[src/rtl/adc_sampler_pkg.sv]
package adc_sampler_pkg;
  typedef enum logic [1:0] {
    ST_IDLE  = 2'd0,
    ST_FRAME = 2'd1,
    ST_GAP   = 2'd2
  } seq_state_t;
endpackage

[src/rtl/adc_pace_timer.sv]
module adc_pace_timer #(
  parameter int TW = 16
) (
  input  logic          clk,
  input  logic          rst_n,
  input  logic [TW-1:0] period,
  output logic          tick
);
  logic [TW-1:0] cnt_q, cnt_d;
  logic          wrap;

  assign wrap = ({1'b0, cnt_q} + (TW+1)'(1)) >= {1'b0, period};
  assign tick = wrap;

  always_comb begin
    if (wrap) cnt_d = '0;
    else      cnt_d = cnt_q + TW'(1);
  end

  always_ff @(posedge clk or negedge rst_n) begin
    if (!rst_n) cnt_q <= '0;
    else        cnt_q <= cnt_d;
  end
endmodule

[src/rtl/adc_frame_seq.sv]
module adc_frame_seq
  import adc_sampler_pkg::*;
#(
  parameter int DW       = 8,
  parameter int LONG_LEN = 24,
  parameter int PD_LEN   = 8,
  parameter int IDXW     = 5
) (
  input  logic            clk,
  input  logic            rst_n,
  input  logic [DW-1:0]   half,
  input  logic            tick,
  input  logic            pd_req,
  output logic            cs_n,
  output logic            sclk,
  output logic            busy,
  output logic            rise,
  output logic [IDXW-1:0] rise_idx,
  output logic            done,
  output logic            done_pd,
  output logic            wake
);
  localparam int PW  = DW + 1;
  localparam int HPW = $clog2(2*LONG_LEN + 1);

  seq_state_t     st_q, st_d;
  logic [PW-1:0]  ph_q, ph_d;
  logic [HPW-1:0] hp_q, hp_d, last_hp;
  logic           cs_q, cs_d, sclk_q, sclk_d;
  logic           pdf_q, pdf_d, pend_q, pend_d;
  logic           asleep_q, asleep_d, wake_q, wake_d;
  logic           half_end, gap_end, start;

  assign half_end = (ph_q + PW'(1)) >= {1'b0, half};
  assign gap_end  = (ph_q + PW'(1)) >= {half, 1'b0};
  assign last_hp  = pdf_q ? HPW'(2*PD_LEN) : HPW'(2*LONG_LEN);
  assign start    = tick && (st_q == ST_IDLE);
  assign busy     = (st_q != ST_IDLE);
  assign rise     = (st_q == ST_FRAME) && half_end && hp_q[0];
  assign rise_idx = IDXW'((hp_q + HPW'(1)) >> 1);
  assign done     = (st_q == ST_FRAME) && half_end && (hp_q == last_hp);
  assign done_pd  = pdf_q;
  assign wake     = wake_q;
  assign cs_n     = cs_q;
  assign sclk     = sclk_q;

  always_comb begin
    st_d     = st_q;
    ph_d     = ph_q;
    hp_d     = hp_q;
    cs_d     = cs_q;
    sclk_d   = sclk_q;
    pdf_d    = pdf_q;
    asleep_d = asleep_q;
    wake_d   = wake_q;
    unique case (st_q)
      ST_IDLE: begin
        if (start) begin
          st_d     = ST_FRAME;
          cs_d     = 1'b0;
          sclk_d   = 1'b1;
          ph_d     = '0;
          hp_d     = '0;
          pdf_d    = pend_q;
          wake_d   = !pend_q && asleep_q;
          asleep_d = pend_q;
        end
      end
      ST_FRAME: begin
        if (half_end) begin
          ph_d = '0;
          if (hp_q == last_hp) begin
            st_d   = ST_GAP;
            cs_d   = 1'b1;
            sclk_d = 1'b1;
          end else begin
            hp_d   = hp_q + HPW'(1);
            sclk_d = hp_q[0];
          end
        end else begin
          ph_d = ph_q + PW'(1);
        end
      end
      ST_GAP: begin
        if (gap_end) begin
          st_d = ST_IDLE;
          ph_d = '0;
        end else begin
          ph_d = ph_q + PW'(1);
        end
      end
      default: st_d = ST_IDLE;
    endcase
    if (start && pend_q) pend_d = pd_req;
    else                 pend_d = pend_q | pd_req;
  end

  always_ff @(posedge clk or negedge rst_n) begin
    if (!rst_n) begin
      st_q     <= ST_IDLE;
      ph_q     <= '0;
      hp_q     <= '0;
      cs_q     <= 1'b1;
      sclk_q   <= 1'b1;
      pdf_q    <= 1'b0;
      pend_q   <= 1'b0;
      asleep_q <= 1'b0;
      wake_q   <= 1'b0;
    end else begin
      st_q     <= st_d;
      ph_q     <= ph_d;
      hp_q     <= hp_d;
      cs_q     <= cs_d;
      sclk_q   <= sclk_d;
      pdf_q    <= pdf_d;
      pend_q   <= pend_d;
      asleep_q <= asleep_d;
      wake_q   <= wake_d;
    end
  end
endmodule

[src/rtl/adc_capture.sv]
module adc_capture #(
  parameter int RES_W = 16,
  parameter int LEAD  = 4,
  parameter int IDXW  = 5
) (
  input  logic             clk,
  input  logic             rst_n,
  input  logic             sdata,
  input  logic             rise,
  input  logic [IDXW-1:0]  rise_idx,
  input  logic             done,
  input  logic             done_pd,
  input  logic             wake,
  output logic             result_valid,
  output logic [RES_W-1:0] result_data,
  output logic             result_wake
);
  localparam int WIN_END = LEAD + RES_W;

  logic [RES_W-1:0] sh_q, sh_d, data_q, data_d;
  logic             vld_q, vld_d, wk_q, wk_d;
  logic             in_win, shift_en, publish;

  assign in_win   = (rise_idx >= IDXW'(LEAD)) && (rise_idx < IDXW'(WIN_END));
  assign shift_en = rise && in_win;
  assign publish  = done && !done_pd;

  always_comb begin
    sh_d   = shift_en ? {sh_q[RES_W-2:0], sdata} : sh_q;
    data_d = publish ? sh_q : data_q;
    wk_d   = publish ? wake : wk_q;
    vld_d  = publish;
  end

  always_ff @(posedge clk or negedge rst_n) begin
    if (!rst_n) begin
      sh_q   <= '0;
      data_q <= '0;
      vld_q  <= 1'b0;
      wk_q   <= 1'b0;
    end else begin
      sh_q   <= sh_d;
      data_q <= data_d;
      vld_q  <= vld_d;
      wk_q   <= wk_d;
    end
  end

  assign result_valid = vld_q;
  assign result_data  = data_q;
  assign result_wake  = wk_q;
endmodule

[src/rtl/adc_sampler.sv]
module adc_sampler #(
  parameter int TW     = 16,
  parameter int DW     = 8,
  parameter int RES_W  = 16,
  parameter int LEAD   = 4,
  parameter int TRAIL  = 4,
  parameter int PD_LEN = 8
) (
  input  logic             clk,
  input  logic             rst_n,
  input  logic [TW-1:0]    sample_period,
  input  logic [DW-1:0]    sclk_half,
  input  logic             pd_req,
  input  logic             sdata,
  output logic             cs_n,
  output logic             sclk,
  output logic             result_valid,
  output logic [RES_W-1:0] result_data,
  output logic             result_wake,
  output logic             overrun
);
  localparam int LONG_LEN = LEAD + RES_W + TRAIL;
  localparam int IDXW     = $clog2(LONG_LEN + 1);

  logic            tick, busy, rise, done, done_pd, wake;
  logic [IDXW-1:0] rise_idx;
  logic            ovr_q, ovr_d;

  adc_pace_timer #(.TW(TW)) u_timer (
    .clk(clk), .rst_n(rst_n), .period(sample_period), .tick(tick)
  );

  adc_frame_seq #(
    .DW(DW), .LONG_LEN(LONG_LEN), .PD_LEN(PD_LEN), .IDXW(IDXW)
  ) u_seq (
    .clk(clk), .rst_n(rst_n), .half(sclk_half), .tick(tick), .pd_req(pd_req),
    .cs_n(cs_n), .sclk(sclk), .busy(busy), .rise(rise), .rise_idx(rise_idx),
    .done(done), .done_pd(done_pd), .wake(wake)
  );

  adc_capture #(.RES_W(RES_W), .LEAD(LEAD), .IDXW(IDXW)) u_cap (
    .clk(clk), .rst_n(rst_n), .sdata(sdata), .rise(rise), .rise_idx(rise_idx),
    .done(done), .done_pd(done_pd), .wake(wake),
    .result_valid(result_valid), .result_data(result_data),
    .result_wake(result_wake)
  );

  assign ovr_d = ovr_q | (tick & busy);

  always_ff @(posedge clk or negedge rst_n) begin
    if (!rst_n) ovr_q <= 1'b0;
    else        ovr_q <= ovr_d;
  end

  assign overrun = ovr_q;
endmodule

[config.mk]
export PLATFORM = sky130hd
export DESIGN_NAME = adc_sampler
export DESIGN_NICKNAME = d
export VERILOG_FILES = /design/src/rtl/adc_sampler_pkg.sv /design/src/rtl/adc_pace_timer.sv /design/src/rtl/adc_frame_seq.sv /design/src/rtl/adc_capture.sv /design/src/rtl/adc_sampler.sv
export SDC_FILE = /design/constraint.sdc
export NUM_CORES = 1
export LEC_CHECK = 0
export BUFFER_PORTS_ARGS = -buffer_cell sky130_fd_sc_hd__buf_4
export CAP_MARGIN = 10
export CORE_MARGIN = 2
export CORE_UTILIZATION = 59
export DETAILED_ROUTE_END_ITERATION = 10
export GPL_TIMING_DRIVEN = 0
export PLACE_DENSITY_LB_ADDON = 0.1
export SLEW_MARGIN = 10
export SYNTH_ARGS = -nofsm -noshare
export SYNTH_HDL_FRONTEND = slang
export SYNTH_SLANG_ARGS = --single-unit
export TNS_END_PERCENT = 5
[constraint.sdc]
create_clock -name clk -period 4.1 [get_ports clk]
set_input_delay 1.23 -clock clk [delete_from_list [all_inputs] [get_ports clk]]
set_output_delay 1.23 -clock clk [all_outputs]
set_load 0.05 [all_outputs]
### Yosys cells after proc, flatten, opt, wreduce, memory -nomap -nowiden

Cells that the tools add are included.

| cells by class | value |
|---|---|
| $lt $le $gt $ge | 5 |
| $add $sub $neg | 4 |
| mux-type cells | 24 |
| bitwise logic cells | 3 |
| reduce and logical (&&, ||, !) cells | 21 |
| eq/ne operators | 8 |

Operator list:

| operator | number |
|---|---|
| $mux 9 | 3 |
| $pmux 9 s3 | 1 |
| $mux 6 | 4 |
| $add 16x1->17 const B | 1 |
| $ge 17x16->1 | 1 |
| $add 16x1->16 const B | 1 |
| $mux 16 | 1 |
| $pmux 6 s2 | 1 |
| $reduce_and 4->1 | 3 |
| $add 9x1->9 const B | 1 |
| $ge 9x8->1 | 1 |
| $ge 9x9->1 | 1 |
| $logic_and 1x1->1 | 9 |
| $mux 2 | 4 |
| $mux 1 | 7 |
| $add 6x1->6 const B | 1 |
| $eq 6x6->1 | 1 |
| $ne 2x1->1 const B | 3 |
| $pmux 2 s3 | 1 |
| $ge 5x3->1 const B | 1 |
| $lt 5x5->1 const B | 1 |
| $ne 2x2->1 const B | 2 |
| $pmux 1 s2 | 2 |
| $reduce_and 2->1 | 2 |
| 9 further kinds | 12 |

| storage, ports and cells | value |
|---|---|
| output and inout port bits | 21 |
| register bits | 73 |

### Longest topological paths before layout

Gate-level depths: netlist (run 1).

| logic depth | value |
|---|---|
| word-level depth | 5 |
| gate-level depth with buffers | 17 |

### Modules after synthesis

Synthesis (run 1) repeated with hierarchy kept, for this count alone.

| second synthesis, totals | value |
|---|---|
| cells, all modules | 400 |
| area, all modules | 4321.6 um^2 |

By module, submodules not included:

| module | cells each | times used | area an instance (um^2) |
|---|---|---|---|
| adc_frame_seq | 194 | 1 | 1719.1 |
| adc_capture | 76 | 1 | 1328.8 |
| adc_pace_timer | 128 | 1 | 1241.2 |
| adc_sampler | 2 | 1 | 32.5 |

### Worst setup path before layout (run 1)

Ideal clock, no wire load.

| timing path | value |
|---|---|
| path type | input to register |
| start point | input port sclk_half[1] |
| end point | register u_seq.hp_q[5] |
| stages on the path | 10 |
| library setup time | 0.124 ns |
| data arrival time | 3.255 ns |
| path buffers | 1 |
| path slack | 0.721 ns |
| path through | inv_1 > ha_1 > nor2b_1 > o31ai_1 > a21oi_1 > or4_4 > buf_6 > nand4_4 > mux2_4 > a211o_1 |

| between the ends | value |
|---|---|
| word-level cells in the longest chain between the ends | 3 |

RTL lines:

| element | RTL line | source |
|---|---|---|
| from (decl) | adc_sampler.sv:12 | `input logic [DW-1:0] sclk_half,` |
| $ge 9x8->1 | adc_frame_seq.sv:34 | `assign half_end = (ph_q + PW'(1)) >= {1'b0, half};` |
| $ne 2x1->1 (no line) | -- |  |
| $reduce_and 4->1 (no line) | -- |  |
| to (signal assigned) | adc_frame_seq.sv:112 | `hp_q <= hp_d;` |
| to (decl) | adc_frame_seq.sv:28 | `logic [HPW-1:0] hp_q, hp_d, last_hp;` |

Every way passes these cells.
A chain may end at the register's enable or synchronous reset.

### Final worst setup path (run 1)

| timing path | value |
|---|---|
| start point | register u_timer.cnt_q[0] |
| end point | register u_seq.ph_q[2] |

| between the ends | value |
|---|---|
| word-level cells in the longest chain between the ends | 5 |

RTL lines:

| element | RTL line | source |
|---|---|---|
| from (decl) | adc_pace_timer.sv:9 | `logic [TW-1:0] cnt_q, cnt_d;` |
| from (signal assigned) | adc_pace_timer.sv:22 | `else cnt_q <= cnt_d;` |
| $add 16x1->17 | adc_pace_timer.sv:12 | `assign wrap = ({1'b0, cnt_q} + (TW+1)'(1)) >= {1'b0, period};` |
| $ge 17x16->1 | adc_pace_timer.sv:12 |  |
| $logic_and 1x1->1 | adc_frame_seq.sv:37 | `assign start = tick && (st_q == ST_IDLE);` |
| $ne 2x1->1 (no line) | -- |  |
| $reduce_and 2->1 (no line) | -- |  |
| to (signal assigned) | adc_frame_seq.sv:111 | `ph_q <= ph_d;` |
| to (decl) | adc_frame_seq.sv:27 | `logic [PW-1:0] ph_q, ph_d;` |

Every way passes these cells.

==> results of run 1 <==
[placed cells by master (no fill, tap or decap), types with 2 or more instances in the layout]
cell type / n
dfrtp_1: 71
buf_4: 48
inv_1: 40
ha_1: 39
nor2_1: 20
mux2_4: 20
and2_1: 16
nand3_1: 15
mux2_2: 15
nand2_1: 14
xnor2_1: 13
o21ai_0: 11
nand4_1: 10
a21oi_1: 10
clkbuf_8: 10
xor2_1: 9
o21ai_1: 8
a21o_1: 6
nor3_1: 5
and3_1: 5
nor4_1: 5
o31ai_1: 5
clkbuf_1: 5
nand3b_1: 4
a22o_1: 4
a211oi_1: 3
buf_2: 3
nor2b_1: 3
nand4_4: 3
clkinvlp_4: 3
nand4_2: 2
nand2b_1: 2
buf_6: 2
o21a_1: 2
buf_12: 2
nand4b_1: 2
o41ai_1: 2
mux2i_1: 2
dfstp_2: 2
[report_power, final]
part	switching (uW)	total [uW]	internal, uW	leakage (uW)
Clock	262	560	298	0.0000888
Sequential	118	929	811	0.000974
Combinational	345	655	310	0.00161
[metrics by stage]
stage,setup slack (ns),area [um^2],util (%),power (uW)
6_report,0.464,5040,69.9,2140
2_1_floorplan,0.721,4360,-,1420
3_5_place_dp,0.375,4840,67.2,1600
5_1_grt,0.0404,5040,69.9,2310
4_1_cts,0.434,5040,69.9,2170
3_3_place_gp,0.398,4840,67.2,1560
[sequential cells by signal (all words and copies together), names as in the netlist, 2 cells and up]
name / flops
u_seq.hp_q: 6
u_seq.ph_q: 9
u_seq.st_q: 2
u_cap.result_data: 16
u_cap.sh_q: 16
u_timer.cnt_q: 16
[worst min path at each step]
stage | startpoint | end | slack (ns) | cells after the start
final | u_seq.sclk$_DFFE_PN1P_ | u_seq.sclk$_DFFE_PN1P_ | 0.48 | 2
after global routing | overrun$_DFF_PN0_ | overrun$_DFF_PN0_ | 0.51 | 1
after CTS | u_seq.sclk$_DFFE_PN1P_ | u_seq.sclk$_DFFE_PN1P_ | 0.49 | 2
after detailed placement | u_seq.sclk$_DFFE_PN1P_ | u_seq.sclk$_DFFE_PN1P_ | 0.48 | 2
after global placement | u_seq.pend_q$_DFF_PN0_ | u_seq.pend_q$_DFF_PN0_ | 0.47 | 1
after floorplan | u_seq.wake$_DFFE_PN0P_ | u_seq.wake$_DFFE_PN0P_ | 0.45 | 2
[worst max-delay path: stages (launching register included)]
cell and delay [ns]:
dfrtp_1 0.43, ha_1 0.27, nand2_1 0.07, nor2_1 0.20
inv_1 0.10, nor3_1 0.25, xnor2_1 0.17, ha_1 0.28
a21o_1 0.19, a21o_1 0.18, a211oi_1 0.25, nand4_1 0.21
nor2_1 0.49, nor2_1 0.18, a22o_1 0.27
[per-layer routing]
metal / up-vias / share of wire [%] / GRT usage, %
li1: 1518 / - / -
met1: 1460 / 47 / 28.0
met2: 46 / 48 / 35.2
met3: 13 / 3.7 / 4.11
met4: 0 / 1.3 / 7.44
met5: - / 0 / 0
[area by class of cell]
type,instances,area (um^2)
Sequential cell,73,1830
Timing Repair Buffer,48,360
Inverter,40,150
Buffer,10,88.8
Clock buffer,12,145
Multi-Input combinational cell,274,2290
Tap cell,99,124
Fill cell,590,2170
Clock inverter,4,52.6
[logic make-up after synthesis]
logic type / Yosys count / synth area share, %
and+or+nand+nor: 117 / 16.7
buffers and inverters: 50 / 5.48
DFF: 73 / 42.0
AOI/OAI and AO/OA: 58 / 8.81
muxes: 38 / 11.5
xor gates and xnor gates: 22 / 4.42
adders and majority gates: 39 / 11.2
==> metrics.md, run 1 <==
| Metric | Value |
|---|---|
| Status | finished clean |
| Final min period | roughly 3.6 ns |
| YS warnings | 0 |
| Crit path DAT | between 3 and 4 ns |
| Pre-antenna DRT Iters | 4 |
| Achievable Freq | 0.275 GHz |
| Async set-reset flop share out of synthesis | between 90% and 100% |
| CP Capture Type | flop |
| CP startpoint kind | flop |
| Fraction of layout cells with a size suffix above 1 | 25.6% |
| Post-Syn Nets | 464 |
| Detailed Route WL | roughly 7900 um |
| Synth area leader | dfrtp_1 |
| Clk buf depth | 2 |
| # rows | 31 |
| DRC Markers | 0 |
| Mean post-synth cell area | about 11 um^2 |
| Tightest Pin Transition | about 0.93 ns |
| Num Clock Sinks | 73 |
| Via count | 3037 |
| Cts repair resizes | 0 |
| CTS Hold Bufs | 0 |
| Fin Clk Skew | 0.00675 ns |
| Worst Hold Class | reg -> reg |
| Synth Instances | around 400 |
| Max Cap Violations | 0 |
| Core area | around 7200 um^2 |
| Die W | about 90 um |
| Slew Limit Headroom | a little under two fifths |
| Slew Viols, Final | 0 |
| Worst-skew pair later-pin latency | 0.35 ns |
| Final #Nets | about 520 |
| Reg2reg end | u_seq.ph_q[2]$_DFFE_PN0P_ |
| Worst Setup SP | u_timer.cnt_q[0]$_DFF_PN0_ |
| Final setup viols | 0 |
| Final Hold Violating Endpoints | 0 |
| Vias in the first global route | between 3000 and 4000 |
| Cell area after synthesis | 4360 um^2 |
| Total global routing overflow | 0 |
| Peak supply drop | roughly 210 uV |
| Via/cell ratio | around 5.4 |
| Clock root buffer | clkbuf_8 |
| Placed Cells | 544 |
| Hold Slack | 0.482 ns |
| Number of port buffers | 48 |
| Setup repair after global routing missed its margin | false |
| Synth top cells by count | dfrtp_1, inv_1, ha_1, mux2_4, nor2_1 |
| I/O pin cnt | 49 |
| Clock-pin slew on the worst setup and hold paths | ~0.080 ns |
| Fin crit share | between 80% and 90% |
| Routed wire per std cell | between 10 and 15 um |
| Most common cell in the synthesized netlist | dfrtp_1 |
| TritonCTS clock tree | built |
| Area delta synth->final | 15.6% |
| First-pass GRT wire length | about 14000 um |
| EDFF count, synth | 0 |
| Worst R2R Start | u_timer.cnt_q[0]$_DFF_PN0_ |
| Die span in y | roughly 90 um |
| CTS buffer count | 9 |
| DIE AREA | around 8100 um^2 |
| Leakage power | between 0.002 and 0.003 uW |
| Initial antenna violation count | 0 |
| CP max FO | 9 |
| Setup TNS | 0 ns |
| Yosys top cell area share | between 40% and 50% |
| R2R Setup Slk | roughly 0.46 ns |
| Largest net degree at the start of global routing | 74 |
| Cell variety after synth | 55 |
| Kind of critical path | reg -> reg |
| Pwr dens | between 400 and 500 nW/um^2 |
| Dominant cells by area after synthesis | dfrtp_1, ha_1, mux2_4 |
| Top FF cell, synth | dfrtp_1 |
| Non-filler cells, final | between 500 and 600 |
| Starting DRT DRC Count | between 60 and 70 |
| Final HPWL from detailed placement | 5910 um |
| Final ANT Viol Nets | 0 |
| Global placement routability congestion | ~0.82 |
| GRT Util Overall | a little over a fifth |
| Critical Path RT | around 4.3 ns |
| Setup bufs post-CTS | 0 |
| Seq/Total Area, Yosys | between 40% and 50% |
| FF+latch count, synth | 73 |
| Antenna cells | 0 |
| Worst reg2reg path depth | 14 |
| Starting Density | 60.4% |
| Worst Setup EP | u_seq.ph_q[2]$_DFFE_PN0P_ |
| CTS H-tree depth | 3 |
Power figures use the tool's default switching activity.
==> run 2: changes to the inputs <==
--- a/config.mk
+++ b/config.mk
@@ -15,5 +15,6 @@
 export SLEW_MARGIN = 10
 export SYNTH_ARGS = -nofsm -noshare
 export SYNTH_HDL_FRONTEND = slang
+export SYNTH_HIERARCHICAL = 1
 export SYNTH_SLANG_ARGS = --single-unit
 export TNS_END_PERCENT = 5
==> metrics.md, run 2 <==
| Metric | Value |
|---|---|
| CTS buffer count | 9 |
| Post-Syn Nets | approximately 470 |
| Final setup viols | 0 |
| Cell area after synthesis | 4310 um^2 |
| Most common cell after layout, fill and taps aside | dfrtp_1 |
| Hold path cells | 2 |
| Status | finished clean |
| Achievable Freq | roughly 0.26 GHz |
| Global placement routability congestion | ~0.84 |
| # rows | 31 |
| Setup TNS | 0 ns |
| Slew Viols, Final | 0 |
| Starting Density | between 60% and 70% |
| Detailed Route WL | just under 8000 um |
| Clock root buffer | clkbuf_8 |
| I/O pin cnt | 49 |
| Filler Cells Inserted | between 500 and 600 |
| Die span in y | 89.5 um |
| Starting DRT DRC Count | between 150 and 200 |
| GRT met3 Usage | 5.82% |
| Final #Nets | around 530 |
| Clock-pin slew on the worst setup and hold paths | about 0.08 ns |
| Pwr dens | 413 nW/um^2 |
| Final HPWL from detailed placement | 5770 um |
| Reg2reg end | u_seq/ph_q[3]$_DFFE_PN0P_ |
| Core area | 7180 um^2 |
| Number of port buffers | 48 |
| Kind of critical path | reg -> reg |
| Hold Slack | 0.486 ns |
| Setup repair after global routing missed its margin | true |
| Area delta synth->final | 17.1% |
| CP max FO | 12 |
| Non-filler cells, final | between 500 and 600 |
| Worst reg2reg path depth | 17 |
| Max Cap Violations | 0 |
| Worst R2R Start | u_timer/cnt_q[0]$_DFF_PN0_ |
| Antenna cells | 0 |
| Fin crit share | 92.7% |
| Critical Path RT | 4.37 ns |
| Largest net degree at the start of global routing | 74 |
| Final core area utilization | 70.4% |
| Min-delay src | u_seq/wake$_DFFE_PN0P_ |
| Tot Pwr | about 2100 uW |
| Via count | about 3000 |
| Slew Limit Headroom | 41.6% |
| CTS Hold Bufs | 0 |
| CP Capture Type | flop |
| Initial antenna violation count | 0 |
| DIE AREA | about 8000 um^2 |
| Worst Setup SP | u_timer/cnt_q[0]$_DFF_PN0_ |
| Vias in the first global route | ~2900 |
| CTS H-tree depth | 3 |
| Met1 Usage GRT | 26.1% |
| Clk buf depth | 2 |
| Met2 usage | approximately 36% |
| Mean post-synth cell area | 10.8 um^2 |
| Final ANT Viol Nets | 0 |
| Via/cell ratio | roughly 5.4 |
| GRT Util Overall | about a fifth |
| Fraction of layout cells with a size suffix above 1 | between 30% and 40% |
| Synth Instances | 399 |
| CP startpoint kind | flop |
| Tightest Pin Transition | ~0.88 ns |
| Pre-antenna DRT Iters | 4 |
| DRC Markers | 0 |
| Total global routing overflow | 0 |
| Endpoint with the worst hold slack | u_seq/wake$_DFFE_PN0P_ |
| Peak supply drop | between 300 and 400 uV |
| Num Clock Sinks | 73 |
| Fin Clk Skew | 0.0121 ns |
| Routed wire per std cell | 13.8 um |
| Placed Cells | 546 |
| TritonCTS clock tree | built |
| YS warnings | 6 |
| Final min period | roughly 3.8 ns |
| Worst Hold Class | reg -> reg |
| Busiest grt layer | met2 |
| Die W | about 90 um |
| Most frequent cells in the layout | dfrtp_1, buf_4, inv_1 |
| First-pass GRT wire length | around 13000 um |
| Crit path DAT | 4.07 ns |
| Worst-skew pair later-pin latency | 0.35 ns |
| Leakage power | between 0.002 and 0.003 uW |
| Final Hold Violating Endpoints | 0 |
| R2R Setup Slk | 0.30 ns |
[run 2: cell type report]
cell class                      instances  area, um^2  share of cell area [%]
Timing Repair Buffer                   51         383                    7.58
Sequential cell                        73        1830                    36.3
Clock buffer                            9         124                    2.45
Multi-Input combinational cell        275        2280                    45.1
Clock inverter                          7        77.6                    1.54
Inverter                               41         154                    3.05
Buffer                                 10        77.6                    1.54
Tap cell                               99         124                    2.45
[run 2: how the worst max path moves through the flow]
stage	cells after the start	to	slack, ns
after floorplan	12	u_seq/hp_q[4]$_DFFE_PN0P_	0.48
after global placement	13	u_seq/hp_q[4]$_DFFE_PN0P_	-0.07
after detailed placement	13	u_seq/hp_q[4]$_DFFE_PN0P_	-0.14
after CTS	16	u_seq/hp_q[4]$_DFFE_PN0P_	0.05
after global routing	15	u_seq/ph_q[2]$_DFFE_PN0P_	-0.01
final	17	u_seq/ph_q[3]$_DFFE_PN0P_	0.30
[run 2: worst max-delay path, cell delays in order (launching register included)]
cell and delay [ns]:
dfrtp_2 0.43, ha_1 0.23, nand4_1 0.22, nor2_4 0.20, and3_2 0.21, xor2_1 0.22
ha_1 0.28, a21oi_1 0.16, nor2_1 0.06, o31ai_1 0.25, o211ai_2 0.21, buf_6 0.21
nand2b_1 0.20, nand2b_1 0.12, clkbuf_1 0.36, nor2_1 0.10, xnor2_1 0.14, a21oi_1 0.11
[run 2: stage by stage]
stage               setup WS [ns]  cell area [um^2]
finish                      0.298              5050
global route              -0.0113              5050
CTS                        0.0532              5000
detailed placement         -0.136              4800
global placement          -0.0686              4800
floorplan                   0.484              4310
[run 2: layer usage]
layer	routed length, um	up-vias
met3	292	10
met2	4050	56
met5	0	-
met1	3370	1455
met4	80	0
li1	-	1518
[run 2: repair_timing]
action / CTS / global route
setup endpoints to repair: 7 / 15
setup buffers: 0 / 3
pin swaps: 0 / 1
resized for setup: 2 / 8
[run 2: power breakdown]
part           switching, uW  total [uW]  internal, uW
Combinational            346         622           277
Sequential              87.8         899           811
Clock                    277         563           286
